## src/rtl/vat_pkg.sv

```systemverilog
package vat_pkg;

    localparam int VA_W       = 32;
    localparam int ASID_W     = 8;
    localparam int PFN_W      = 20;
    localparam int FRAME_LSB  = 12;
    localparam int SHAMT_W    = 5;
    localparam int PAGE_SHIFT = 11;
    localparam int SEG_W      = 3;
    localparam int PA_W       = PFN_W + FRAME_LSB;
    localparam int PAGE_W     = VA_W - PAGE_SHIFT;
    localparam int PAIR_W     = PAGE_W - 2;

    localparam logic [SEG_W-1:0] SEG_DIRECT_CACHED   = 3'b100;
    localparam logic [SEG_W-1:0] SEG_DIRECT_UNCACHED = 3'b101;
    localparam logic [VA_W-1:0]  UNCACHED_PATTERN    = 32'hA000_0000;

    typedef enum logic [1:0] {
        ACC_FETCH = 2'd0,
        ACC_LOAD  = 2'd1,
        ACC_STORE = 2'd2,
        ACC_RSVD  = 2'd3
    } acc_e;

    typedef enum logic [2:0] {
        FLT_NONE    = 3'd0,
        FLT_ADDR_LD = 3'd1,
        FLT_ADDR_ST = 3'd2,
        FLT_MISS    = 3'd3,
        FLT_INVAL   = 3'd4,
        FLT_MOD     = 3'd5
    } fault_e;

    typedef struct packed {
        logic              valid;
        fault_e            fault;
        logic [PA_W-1:0]   pa;
        logic              uncached;
        logic [VA_W-1:0]   badva;
        logic [PAIR_W-1:0] vpn2;
        logic [1:0]        vpn2x;
        logic [ASID_W-1:0] asid;
        logic [PAIR_W-1:0] ctx_vpn2;
    } rsp_t;

endpackage

```

## src/rtl/vat_seg_decode.sv

```systemverilog
module vat_seg_decode
    import vat_pkg::*;
(
    input  logic [VA_W-1:0] va,
    output logic            direct_cached,
    output logic            direct_uncached,
    output logic [PA_W-1:0] direct_pa,
    output logic            uncached_attr
);
    localparam int WIN_W = VA_W - SEG_W;

    logic [SEG_W-1:0] seg;

    always_comb begin
        seg             = va[VA_W-1 -: SEG_W];
        direct_cached   = (seg == SEG_DIRECT_CACHED);
        direct_uncached = (seg == SEG_DIRECT_UNCACHED);
        direct_pa       = '0;
        direct_pa[WIN_W-1:0] = va[WIN_W-1:0];
        uncached_attr   = ((va & UNCACHED_PATTERN) == UNCACHED_PATTERN);
    end
endmodule

```

## src/rtl/vat_page_form.sv

```systemverilog
module vat_page_form
    import vat_pkg::*;
(
    input  logic [PAGE_W-1:0] va_page,
    input  logic              small_pages,
    output logic [PAGE_W-1:0] page,
    output logic [PAIR_W-1:0] pair,
    output logic [1:0]        pair_x
);
    always_comb begin
        page = va_page;
        if (!small_pages) begin
            page[1:0] = 2'b00;
        end
        pair   = page[PAGE_W-1:2];
        pair_x = page[1:0];
    end
endmodule

```

## src/rtl/vat_frame_sel.sv

```systemverilog
module vat_frame_sel
    import vat_pkg::*;
(
    input  logic [VA_W-1:0]    va,
    input  logic [SHAMT_W-1:0] shamt,
    input  logic [VA_W-1:0]    offmask,
    input  logic [PFN_W-1:0]   pfn_even,
    input  logic [PFN_W-1:0]   pfn_odd,
    input  logic               valid_even,
    input  logic               valid_odd,
    input  logic               dirty_even,
    input  logic               dirty_odd,
    output logic               half_valid,
    output logic               half_dirty,
    output logic [PA_W-1:0]    frame_pa
);
    logic            odd_half;
    logic [PA_W-1:0] frame_base;

    always_comb begin
        odd_half   = va[shamt];
        half_valid = odd_half ? valid_odd : valid_even;
        half_dirty = odd_half ? dirty_odd : dirty_even;
        frame_base = {(odd_half ? pfn_odd : pfn_even), {FRAME_LSB{1'b0}}};
        frame_pa   = (frame_base & ~offmask) | (va & offmask);
    end
endmodule

```

## src/rtl/vat_unit.sv

```systemverilog
module vat_unit
    import vat_pkg::*;
(
    input  logic               clk,
    input  logic               rst_n,
    input  logic               req_valid,
    input  logic [VA_W-1:0]    req_va,
    input  logic [ASID_W-1:0]  req_asid,
    input  logic [1:0]         req_acc,
    input  logic               req_misaligned,
    input  logic               req_kernel,
    input  logic               req_small_pages,
    output logic [PAGE_W-1:0]  lk_vpn,
    output logic [ASID_W-1:0]  lk_asid,
    input  logic               lk_hit,
    input  logic [SHAMT_W-1:0] lk_shamt,
    input  logic [VA_W-1:0]    lk_offmask,
    input  logic [PFN_W-1:0]   lk_pfn_even,
    input  logic [PFN_W-1:0]   lk_pfn_odd,
    input  logic               lk_valid_even,
    input  logic               lk_valid_odd,
    input  logic               lk_dirty_even,
    input  logic               lk_dirty_odd,
    output logic               rsp_valid,
    output logic [2:0]         rsp_fault,
    output logic [PA_W-1:0]    rsp_pa,
    output logic               rsp_uncached,
    output logic [VA_W-1:0]    rsp_badva,
    output logic [PAIR_W-1:0]  rsp_vpn2,
    output logic [1:0]         rsp_vpn2x,
    output logic [ASID_W-1:0]  rsp_asid,
    output logic [PAIR_W-1:0]  rsp_ctx_vpn2
);
    logic              seg_cached_d;
    logic              seg_uncached_d;
    logic [PA_W-1:0]   direct_pa_d;
    logic              uncached_attr_d;
    logic [PAGE_W-1:0] page_d;
    logic [PAIR_W-1:0] pair_d;
    logic [1:0]        pair_x_d;
    logic              half_valid_d;
    logic              half_dirty_d;
    logic [PA_W-1:0]   frame_pa_d;

    rsp_t   rsp_d, rsp_q;
    logic   is_store_d;
    fault_e addr_err_d;
    fault_e tlb_fault_d;

    vat_seg_decode u_seg (
        .va              (req_va),
        .direct_cached   (seg_cached_d),
        .direct_uncached (seg_uncached_d),
        .direct_pa       (direct_pa_d),
        .uncached_attr   (uncached_attr_d)
    );

    vat_page_form u_page (
        .va_page     (req_va[VA_W-1:PAGE_SHIFT]),
        .small_pages (req_small_pages),
        .page        (page_d),
        .pair        (pair_d),
        .pair_x      (pair_x_d)
    );

    vat_frame_sel u_frame (
        .va         (req_va),
        .shamt      (lk_shamt),
        .offmask    (lk_offmask),
        .pfn_even   (lk_pfn_even),
        .pfn_odd    (lk_pfn_odd),
        .valid_even (lk_valid_even),
        .valid_odd  (lk_valid_odd),
        .dirty_even (lk_dirty_even),
        .dirty_odd  (lk_dirty_odd),
        .half_valid (half_valid_d),
        .half_dirty (half_dirty_d),
        .frame_pa   (frame_pa_d)
    );

    assign lk_vpn  = page_d;
    assign lk_asid = req_asid;

    // Next-state computation for the registered response.
    always_comb begin
        rsp_d      = '0;
        is_store_d = (acc_e'(req_acc) == ACC_STORE);
        addr_err_d = is_store_d ? FLT_ADDR_ST : FLT_ADDR_LD;

        // Lookup outcome in priority order: miss, invalid half, clean store.
        if (!lk_hit) begin
            tlb_fault_d = FLT_MISS;
        end else if (!half_valid_d) begin
            tlb_fault_d = FLT_INVAL;
        end else if (is_store_d && !half_dirty_d) begin
            tlb_fault_d = FLT_MOD;
        end else begin
            tlb_fault_d = FLT_NONE;
        end

        if (req_valid) begin
            rsp_d.valid = 1'b1;
            if (seg_cached_d) begin
                if (!req_kernel || req_misaligned) begin
                    rsp_d.fault = addr_err_d;
                    rsp_d.badva = req_va;
                end else begin
                    rsp_d.pa       = direct_pa_d;
                    rsp_d.uncached = uncached_attr_d;
                end
            end else if (seg_uncached_d) begin
                rsp_d.pa       = direct_pa_d;
                rsp_d.uncached = uncached_attr_d;
            end else if (req_misaligned) begin
                rsp_d.fault = addr_err_d;
                rsp_d.badva = req_va;
            end else if (tlb_fault_d == FLT_NONE) begin
                rsp_d.pa       = frame_pa_d;
                rsp_d.uncached = uncached_attr_d;
            end else begin
                rsp_d.fault    = tlb_fault_d;
                rsp_d.badva    = req_va;
                rsp_d.vpn2     = pair_d;
                rsp_d.vpn2x    = pair_x_d;
                rsp_d.asid     = req_asid;
                rsp_d.ctx_vpn2 = pair_d;
            end
        end
    end

    always_ff @(posedge clk) begin
        if (!rst_n) begin
            rsp_q <= '0;
        end else begin
            rsp_q <= rsp_d;
        end
    end

    assign rsp_valid    = rsp_q.valid;
    assign rsp_fault    = rsp_q.fault;
    assign rsp_pa       = rsp_q.pa;
    assign rsp_uncached = rsp_q.uncached;
    assign rsp_badva    = rsp_q.badva;
    assign rsp_vpn2     = rsp_q.vpn2;
    assign rsp_vpn2x    = rsp_q.vpn2x;
    assign rsp_asid     = rsp_q.asid;
    assign rsp_ctx_vpn2 = rsp_q.ctx_vpn2;

    // Response timing.
    p_rsp_follows_req_r11: assert property (@(posedge clk) disable iff (!rst_n)
        req_valid |=> rsp_valid);
    p_no_rsp_when_idle_r11: assert property (@(posedge clk) disable iff (!rst_n)
        !req_valid |=> !rsp_valid);
    p_fault_has_no_pa_r3: assert property (@(posedge clk) disable iff (!rst_n)
        (rsp_valid && rsp_fault != 3'd0) |-> (rsp_pa == '0 && !rsp_uncached));

    // Direct windows.
    p_user_in_cached_window_r1: assert property (@(posedge clk) disable iff (!rst_n)
        (req_valid && req_va[31:29] == 3'b100 && !req_kernel)
        |=> (rsp_fault == 3'd1 || rsp_fault == 3'd2));
    p_uncached_window_ok_r2: assert property (@(posedge clk) disable iff (!rst_n)
        (req_valid && req_va[31:29] == 3'b101)
        |=> (rsp_fault == 3'd0 && rsp_uncached));

    // Lookup key.
    p_key_low_bits_r4: assert property (@(posedge clk) disable iff (!rst_n)
        !req_small_pages |-> (lk_vpn[1:0] == 2'b00));

    // Translated path.
    p_misaligned_first_r5: assert property (@(posedge clk) disable iff (!rst_n)
        (req_valid && req_va[31:30] != 2'b10 && req_misaligned)
        |=> (rsp_fault == 3'd1 || rsp_fault == 3'd2));
    p_miss_refill_r6: assert property (@(posedge clk) disable iff (!rst_n)
        (req_valid && req_va[31:30] != 2'b10 && !req_misaligned && !lk_hit)
        |=> (rsp_fault == 3'd3));
    p_fetch_never_modified_r10: assert property (@(posedge clk) disable iff (!rst_n)
        (req_valid && req_acc != 2'd2) |=> (rsp_fault != 3'd5));
    p_capture_consistent_r9: assert property (@(posedge clk) disable iff (!rst_n)
        (rsp_valid && rsp_fault >= 3'd3) |-> (rsp_ctx_vpn2 == rsp_vpn2));

endmodule

```

## config.mk

```make
export PLATFORM = sky130hd
export DESIGN_NAME = vat_unit
export DESIGN_NICKNAME = d
export VERILOG_FILES = /design/src/rtl/vat_pkg.sv /design/src/rtl/vat_seg_decode.sv /design/src/rtl/vat_page_form.sv /design/src/rtl/vat_frame_sel.sv /design/src/rtl/vat_unit.sv
export SDC_FILE = /design/constraint.sdc
export NUM_CORES = 1
export LEC_CHECK = 0
export BUFFER_PORTS_ARGS = -buffer_cell sky130_fd_sc_hd__buf_4
export CAP_MARGIN = 20
export CELL_PAD_IN_SITES_DETAIL_PLACEMENT = 1
export CELL_PAD_IN_SITES_GLOBAL_PLACEMENT = 2
export CORE_MARGIN = 5
export CORE_UTILIZATION = 23
export DETAILED_ROUTE_END_ITERATION = 12
export GPL_TIMING_DRIVEN = 1
export PLACE_DENSITY = 0.8
export SLEW_MARGIN = 40
export SYNTH_ARGS = -nofsm -noshare
export SYNTH_HDL_FRONTEND = slang
export SYNTH_SLANG_ARGS = --single-unit
```

## constraint.sdc

```tcl
create_clock -name clk -period 3.1 [get_ports clk]
set_input_delay 0.62 -clock clk [delete_from_list [all_inputs] [get_ports clk]]
set_output_delay 0.62 -clock clk [all_outputs]
set_load 0.02 [all_outputs]
```

==> results of run 1 <==
[metal layers]
metal,vias to the layer above,global-route usage [%],routed length (µm)
met5,-,0,0
met4,0,4.13,248
met3,15,3.34,1190
met2,163,29.4,9760
met1,2212,19.4,7930
li1,2232,-,-
[per-stage QoR]
stage | hold slack [ns] | cell area, µm² | instances | setup WS [ns]
floorplan | 0.729 | 4550 | 520 | 0.722
global placement | 0.873 | 6560 | 992 | 0.484
detailed placement | 0.876 | 6560 | 992 | 0.369
CTS | 0.504 | 6910 | 1008 | 0.753
global route | 0.515 | 6920 | 1009 | 0.596
finish | 0.522 | 6920 | 1009 | 0.768
[area by class of cell]
cell class | count | share of cell area, %
multi-input cells | 335 | 29.6
repair buffers | 290 | 31.9
inverters | 5 | 0.271
well taps | 265 | 4.79
clock buffers | 12 | 3.70
clock inverters | 4 | 1.41
flip-flops and latches | 98 | 28.3
[Yosys cell counts]
master                      number  area share, %
sky130_fd_sc_hd__clkbuf_2        1           0.11
sky130_fd_sc_hd__nor2_1         11           0.91
sky130_fd_sc_hd__inv_1           5           0.41
sky130_fd_sc_hd__clkbuf_1       23            1.9
sky130_fd_sc_hd__nand3_2         4           0.88
sky130_fd_sc_hd__buf_12          1           0.44
sky130_fd_sc_hd__nor3_1          1           0.11
sky130_fd_sc_hd__a221oi_1       17            3.3
sky130_fd_sc_hd__a22oi_1         4           0.66
sky130_fd_sc_hd__a21oi_1        49            5.4
sky130_fd_sc_hd__o211ai_1        1           0.16
sky130_fd_sc_hd__or3_1           1           0.14
sky130_fd_sc_hd__buf_2           3           0.33
sky130_fd_sc_hd__o21ai_0        33            3.6
sky130_fd_sc_hd__buf_4          46            7.6
sky130_fd_sc_hd__a41oi_1        17            3.3
sky130_fd_sc_hd__nand2_1        85            7.0
sky130_fd_sc_hd__a211oi_1       33            5.4
sky130_fd_sc_hd__o21a_1          1           0.16
sky130_fd_sc_hd__nor2b_1        22            3.0
sky130_fd_sc_hd__buf_6           8            2.0
sky130_fd_sc_hd__dfxtp_1        98             43
sky130_fd_sc_hd__a31oi_1         2           0.27
sky130_fd_sc_hd__and2_1          3           0.41
sky130_fd_sc_hd__mux2i_4         1           0.49
sky130_fd_sc_hd__and4_1          1           0.19
sky130_fd_sc_hd__nand3_1         3           0.33
sky130_fd_sc_hd__mux2i_1        20            4.4
sky130_fd_sc_hd__o2bb2ai_2       1           0.33
sky130_fd_sc_hd__a311oi_1        1           0.19
sky130_fd_sc_hd__nand2b_1       23            3.2
sky130_fd_sc_hd__mux2i_2         1           0.30
[critical path, cell delays in order]
cell                       delay, ns
sky130_fd_sc_hd__buf_4          0.26
sky130_fd_sc_hd__mux2i_1        0.26
sky130_fd_sc_hd__a22oi_1        0.11
sky130_fd_sc_hd__nand3_2        0.10
sky130_fd_sc_hd__and4_1         0.33
sky130_fd_sc_hd__mux2i_4        0.43
sky130_fd_sc_hd__buf_4          0.31
sky130_fd_sc_hd__a211oi_1       0.11
[worst min path at each step]
stage	from	endpoint	slack, ns	cells past startpoint
floorplan	req_va[12]	rsp_pa[12]$_SDFF_PN0_	0.73	2
global placement	req_asid[7]	rsp_asid[7]$_SDFF_PP0_	0.87	3
detailed placement	req_va[1]	rsp_badva[1]$_SDFF_PN0_	0.88	3
CTS	req_asid[3]	rsp_asid[3]$_SDFF_PP0_	0.50	3
global route	req_asid[7]	rsp_asid[7]$_SDFF_PP0_	0.51	3
finish	req_asid[7]	rsp_asid[7]$_SDFF_PP0_	0.52	3
[flip-flops by register name, indices dropped and copies added (netlist names)]
register / flops
rsp_asid: 8
rsp_badva: 32
rsp_ctx_vpn2: 19
rsp_fault: 3
rsp_pa: 32
rsp_uncached: 1
rsp_valid: 1
rsp_vpn2x: 2
[power by group]
group          switching, mW  internal, mW  leakage (nW)
registers             0.0128          1.29         0.796
clock network          0.484         0.834         0.169
logic                  0.378         0.293          2.09
[cell families after synthesis]
family          share of synthesized area, %
compound gates                          22.8
buf+inv                                 12.8
flops                                   43.1
mux                                     5.20
simple gates                            16.2
==> flow_summary.rst, run 1 <==
.. list-table::
   :header-rows: 1

   * - Metric
     - Value
   * - Global-route usage over all layers
     - 16.2%
   * - Max-cap viol count
     - 0
   * - Most frequent standard cell in the layout excluding fill and tap cells
     - sky130_fd_sc_hd__buf_4
   * - Hold Buf Count CTS
     - 0
   * - Class of the tightest hold or removal check
     - in -> reg
   * - Crit path capture
     - rsp_ctx_vpn2[6]$_SDFF_PP0_
   * - Transition at the pin with the smallest max-transition slack
     - approximately 0.69 ns
   * - Fraction of layout cells with a size suffix above 1
     - between 40% and 50%
   * - Global-route wire length before repair
     - about 28,000 µm
   * - Net count reported at finish
     - roughly 870
   * - Final clock period utilization by the worst path
     - 75.2%
   * - Register bit count reported by yosys
     - 98
   * - Total number of H-tree levels
     - 3
   * - First element of the critical path
     - lk_shamt[1]
   * - Unrepaired setup endpoints after global routing
     - false
   * - Maximum fanout encountered on the critical timing path
     - 17
   * - Lkg Pwr
     - just over 3 nW
   * - Achievable Freq
     - between 400 and 500 MHz
   * - Required time at the endpoint of the critical path
     - approximately 3.3 ns
   * - Maximum ir drop on the vdd rail
     - 226 µV
   * - Clk root buf
     - sky130_fd_sc_hd__clkbuf_16
   * - Chip Width
     - 151 µm
   * - Number of diodes added for antenna fixing
     - 0
   * - Hpwl dp
     - around 14,000 µm
   * - DRT iter0 DRCs
     - 120
   * - Routability congestion estimate
     - ~0.75
   * - Initial antenna violation count
     - 0
   * - Kind of launch point of the worst setup path
     - input port
   * - Number of instances in the synthesized netlist
     - 520
   * - Proportion of synthesized chip area in sequential cells
     - a little over two fifths
   * - Number of placement rows
     - 51
   * - Count of TritonRoute iterations in the first routing pass
     - 4
   * - Combined area of the multi-input logic cells
     - slightly above 2000 µm²
   * - Worst setup path class
     - in -> reg
   * - Final-report max-slew violation count
     - 0
   * - Synth warn
     - 0
   * - Post-layout utilization of the core
     - 35.6%
   * - CTS-repair resized insts
     - 0
   * - Clock-pin slew on the worst setup and hold paths
     - 0.07 ns
   * - Core Footprint
     - ~19,000 µm²
   * - Final hold violation count
     - 0
   * - Sequential Area
     - slightly below 2000 µm²
   * - Power per standard cell area
     - 476 nW/µm²
   * - Filler instances
     - 2,327
   * - Average cell area after synthesis
     - a little under 9 µm²
   * - Critical Path AT
     - 2.54 ns
   * - Via density per instance
     - between 4 and 5
   * - Synthesized Nets
     - 650
   * - Num Clock Sinks
     - between 90 and 100
   * - Total Wirelength
     - roughly 19,000 µm
   * - Highest-count cells in the layout ignoring fill and taps
     - sky130_fd_sc_hd__buf_4, sky130_fd_sc_hd__dfxtp_1, sky130_fd_sc_hd__nand2_1
   * - Starting utilization of the core area
     - roughly a quarter
   * - Slew margin rel.
     - 53.8%
   * - Crit. End Element
     - register
   * - Number of post-CTS setup repair buffers
     - 0
   * - Die Ht
     - ~150 µm
   * - Max Buffers Root-to-Sink
     - 2
   * - Die Footprint
     - between 20,000 and 25,000 µm²
   * - Final Power
     - 3.30 mW
   * - Count of input and output buffers
     - around 280
   * - Antenna Nets Post-Route
     - 0
   * - CTS tree
     - done
   * - Count of final setup violators
     - 0
   * - Remaining design rule violation count
     - 0
   * - Setup total negative slack
     - 0 ns
   * - Maximum number of pins on one net before global-route repair
     - 42
   * - Number of global-route vias before repair
     - between 4,000 and 5,000
   * - Total via count after detailed routing
     - 4,622
   * - Count of unique library cells instantiated by Yosys
     - 32
   * - Status
     - finished clean
   * - Total CTS buffers
     - 9
   * - Leftover overflow at the end of global routing
     - 0
   * - Min Clock Period, post-route
     - around 2.3 ns
   * - Top-Level Pins
     - 276
   * - Growth of design area from synthesis to finish
     - 52.1%
   * - Post-synth design cell area
     - 4550 µm²
   * - Average wire per cell in the routed design
     - 19.0 µm
No activity file was read; power rests on OpenSTA's default activity.
==> run 2, diff against run 1 <==
==> constraint.sdc (replaced) <==
create_clock -name clk -period 2.43 [get_ports clk]
set_input_delay 0.486 -clock clk [delete_from_list [all_inputs] [get_ports clk]]
set_output_delay 0.486 -clock clk [all_outputs]
set_load 0.02 [all_outputs]
==> run 2 against run 1 <==
First-iteration DRC count increased by 15%. Power increased by 23%. Cell area increased by 1.2%. Hold slack got worse by 0.14 ns. Critical path depth unchanged. Critical path type unchanged. Critical endpoint is now rsp_badva[31]$_SDFF_PN0_. Core utilization increased by 0.42 points. Routed wire length increased by 3.0%. Largest power group is now registers. Combinational power increased by 32%. Sequential power increased by 27%.
==> flow_summary.rst, run 2 (same netlist as run 1, synthesis figures left out) <==
.. list-table::
   :header-rows: 1

   * - Metric
     - Value
   * - Class of the tightest hold or removal check
     - in -> reg (unchanged)
   * - CTS-repair resized insts
     - 0 (unchanged)
   * - Count of TritonRoute iterations in the first routing pass
     - 4 (unchanged)
   * - Critical-path top delay cell
     - sky130_fd_sc_hd__and4_1 (was sky130_fd_sc_hd__mux2i_4)
   * - Final hold violation count
     - 0 (unchanged)
   * - Required time at the endpoint of the critical path
     - 2.66 ns (was 3.30 ns)
   * - Number of placed instances, taps included
     - 1,005 (was 992)
   * - Leftover overflow at the end of global routing
     - 0 (unchanged)
   * - Count of input and output buffers
     - 275 (unchanged)
   * - Status
     - finished clean (unchanged)
   * - Delay of the slowest critical-path stage
     - 0.40 ns (was 0.43 ns)
   * - Die Ht
     - 151 µm (unchanged)
   * - Final clock period utilization by the worst path
     - roughly nine tenths
   * - Num Clock Sinks
     - 98 (unchanged)
   * - Hpwl dp
     - 15,200 µm (was 14,500 µm)
   * - Number of post-CTS setup repair buffers
     - 0 (unchanged)
   * - Total number of H-tree levels
     - 3 (unchanged)
   * - Post-layout utilization of the core
     - 36.0% (was 35.6%)
   * - Count of final setup violators
     - 0 (unchanged)
   * - Growth of design area from synthesis to finish
     - 53.9% (was 52.1%)
   * - Fraction of layout cells with a size suffix above 1
     - 43.4% (was 42.5%)
   * - Slew margin rel.
     - 65.0% (was 53.8%)
   * - Total via count after detailed routing
     - 4,689 (was 4,622)
   * - Maximum ir drop on the vdd rail
     - 220 µV (was 226 µV)
   * - Most frequent standard cell in the layout excluding fill and tap cells
     - sky130_fd_sc_hd__buf_4 (unchanged)
   * - Total Wirelength
     - 19,700 µm (was 19,100 µm)
   * - Number of global-route vias before repair
     - 4,991 (was 4,830)
   * - Highest-count cells in the layout ignoring fill and taps
     - sky130_fd_sc_hd__buf_4, sky130_fd_sc_hd__dfxtp_1, sky130_fd_sc_hd__nand2_1 (unchanged)
   * - Power per standard cell area
     - 581 nW/µm² (was 476 nW/µm²)
   * - Max-cap viol count
     - 0 (unchanged)
   * - Routability congestion estimate
     - 0.748 (about the same)
   * - Total CTS buffers
     - 9 (unchanged)
   * - Global-route usage over all layers
     - 16.9% (was 16.2%)
   * - Clock-pin slew on the worst setup and hold paths
     - 0.07 ns (about the same)
   * - Number of cells in the finished layout apart from fillers
     - 1,020 (was 1,009)
   * - Starting utilization of the core area
     - 23.4% (unchanged)
   * - Min Clock Period, post-route
     - 2.16 ns
   * - Cells traversed along the worst timing path
     - buf_4 > mux2i_1 > a22oi_1 > nand3_2 > and4_1 > mux2i_4 > buf_12 > a31oi_1 (was buf_4 > mux2i_1 > a22oi_1 > nand3_2 > and4_1 > mux2i_4 > buf_4 > a211oi_1)
   * - Unrepaired setup endpoints after global routing
     - false (unchanged)
   * - Remaining design rule violation count
     - 0 (unchanged)
   * - Top-Level Pins
     - 276 (unchanged)
   * - Maximum fanout encountered on the critical timing path
     - 36 (was 17)
   * - Critical Path AT
     - 2.38 ns (was 2.54 ns)
   * - Lkg Pwr
     - 3.11 nW (was 3.05 nW)
   * - Core Footprint
     - 19,500 µm² (unchanged)
   * - Hold Buf Count CTS
     - 0 (unchanged)
   * - Chip Width
     - 151 µm (unchanged)
   * - CTS tree
     - done (unchanged)
   * - Via density per instance
     - 4.60 (was 4.58)
   * - Final-report max-slew violation count
     - 0 (unchanged)
   * - Antenna Nets Post-Route
     - 0 (unchanged)
   * - Number of placement rows
     - 51 (unchanged)
   * - Net count reported at finish
     - 881 (was 869)
   * - Average wire per cell in the routed design
     - 19.3 µm (was 19.0 µm)
   * - Die Footprint
     - 22,700 µm² (unchanged)
   * - Max Buffers Root-to-Sink
     - 2 (unchanged)
   * - Initial antenna violation count
     - 0 (unchanged)
   * - DRT iter0 DRCs
     - 138 (was 120)
   * - Clk root buf
     - sky130_fd_sc_hd__clkbuf_16 (unchanged)
   * - Crit. End Element
     - register (unchanged)
   * - Maximum number of pins on one net before global-route repair
     - 37 (was 42)
   * - Worst setup path class
     - in -> reg (unchanged)
   * - Achievable Freq
     - 464 MHz
   * - Kind of launch point of the worst setup path
     - input port (unchanged)
   * - Transition at the pin with the smallest max-transition slack
     - 0.526 ns (was 0.692 ns)
   * - Global-route wire length before repair
     - 29,300 µm (was 28,000 µm)
   * - Setup total negative slack
     - 0 ns (unchanged)
   * - Number of diodes added for antenna fixing
     - 0 (unchanged)
==> run 2: changes by cell type in the layout (fill, tap and decap cells not counted) <==
cell                        previous run  this run
sky130_fd_sc_hd__clkbuf_8              2         0
sky130_fd_sc_hd__bufinv_16             3         2
sky130_fd_sc_hd__buf_8                 1         0
sky130_fd_sc_hd__clkbuf_1              1         0
sky130_fd_sc_hd__buf_4               287       297
sky130_fd_sc_hd__buf_12                2         4
sky130_fd_sc_hd__buf_16                0         1
sky130_fd_sc_hd__clkinv_2              0         3
==> run 2: power breakdown <==
part / internal, mW / switching (mW) / leakage (nW) / total [mW]
combinational: 0.396 / 0.490 / 2.16 / 0.886
sequential: 1.65 / 0.0163 / 0.796 / 1.67
clock: 0.891 / 0.622 / 0.151 / 1.51
==> run 2: worst max-delay path: cells and delay by family <==
family | cells | cell delay [ns]
AO/OA/AOI/OAI | 2 | 0.23
AND/OR/NAND/NOR | 2 | 0.51
multiplexers | 2 | 0.62
buffers and inverters | 2 | 0.49
==> run 2: final timing paths <==
path | startpoint | endpoint | slack, ns | depth (start not counted)
max | lk_shamt[1] | rsp_badva[31]$_SDFF_PN0_ | 0.27 | 8
min | req_va[9] | rsp_badva[9]$_SDFF_PN0_ | 0.38 | 3
==> run 2: per-stage QoR <==
stage	cell area [µm²]	power (mW)	hold slack (ns)	worst slack, ns
after floorplan	4550	2.17	0.595	0.186
after global routing	7010	4.26	0.370	0.0884
after detailed placement	6700	2.60	0.743	-0.109
after CTS	7010	4.13	0.368	0.259
final	7010	4.07	0.379	0.274
after global placement	6670	2.59	0.740	-0.00976
==> run 2: layout make-up <==
| class | count | area, µm² |
|---|---|---|
| Fill cell | 2307 | 12500 |
| Inverter | 5 | 18.8 |
| Sequential cell | 98 | 1960 |
| Clock buffer | 9 | 225 |
| Timing Repair Buffer | 302 | 2340 |
| Multi-Input combinational cell | 335 | 2050 |
| Clock inverter | 6 | 82.6 |
| Tap cell | 265 | 332 |
==> run 2: metal layers <==
metal,part of all wire [%],vias up,routed length [µm],global-route usage [%]
met4,1.1,0,225,3.54
met2,50,168,9810,29.8
met1,42,2250,8350,20.6
li1,-,2254,-,-
met3,6.7,17,1310,4.39
met5,0,-,0,0
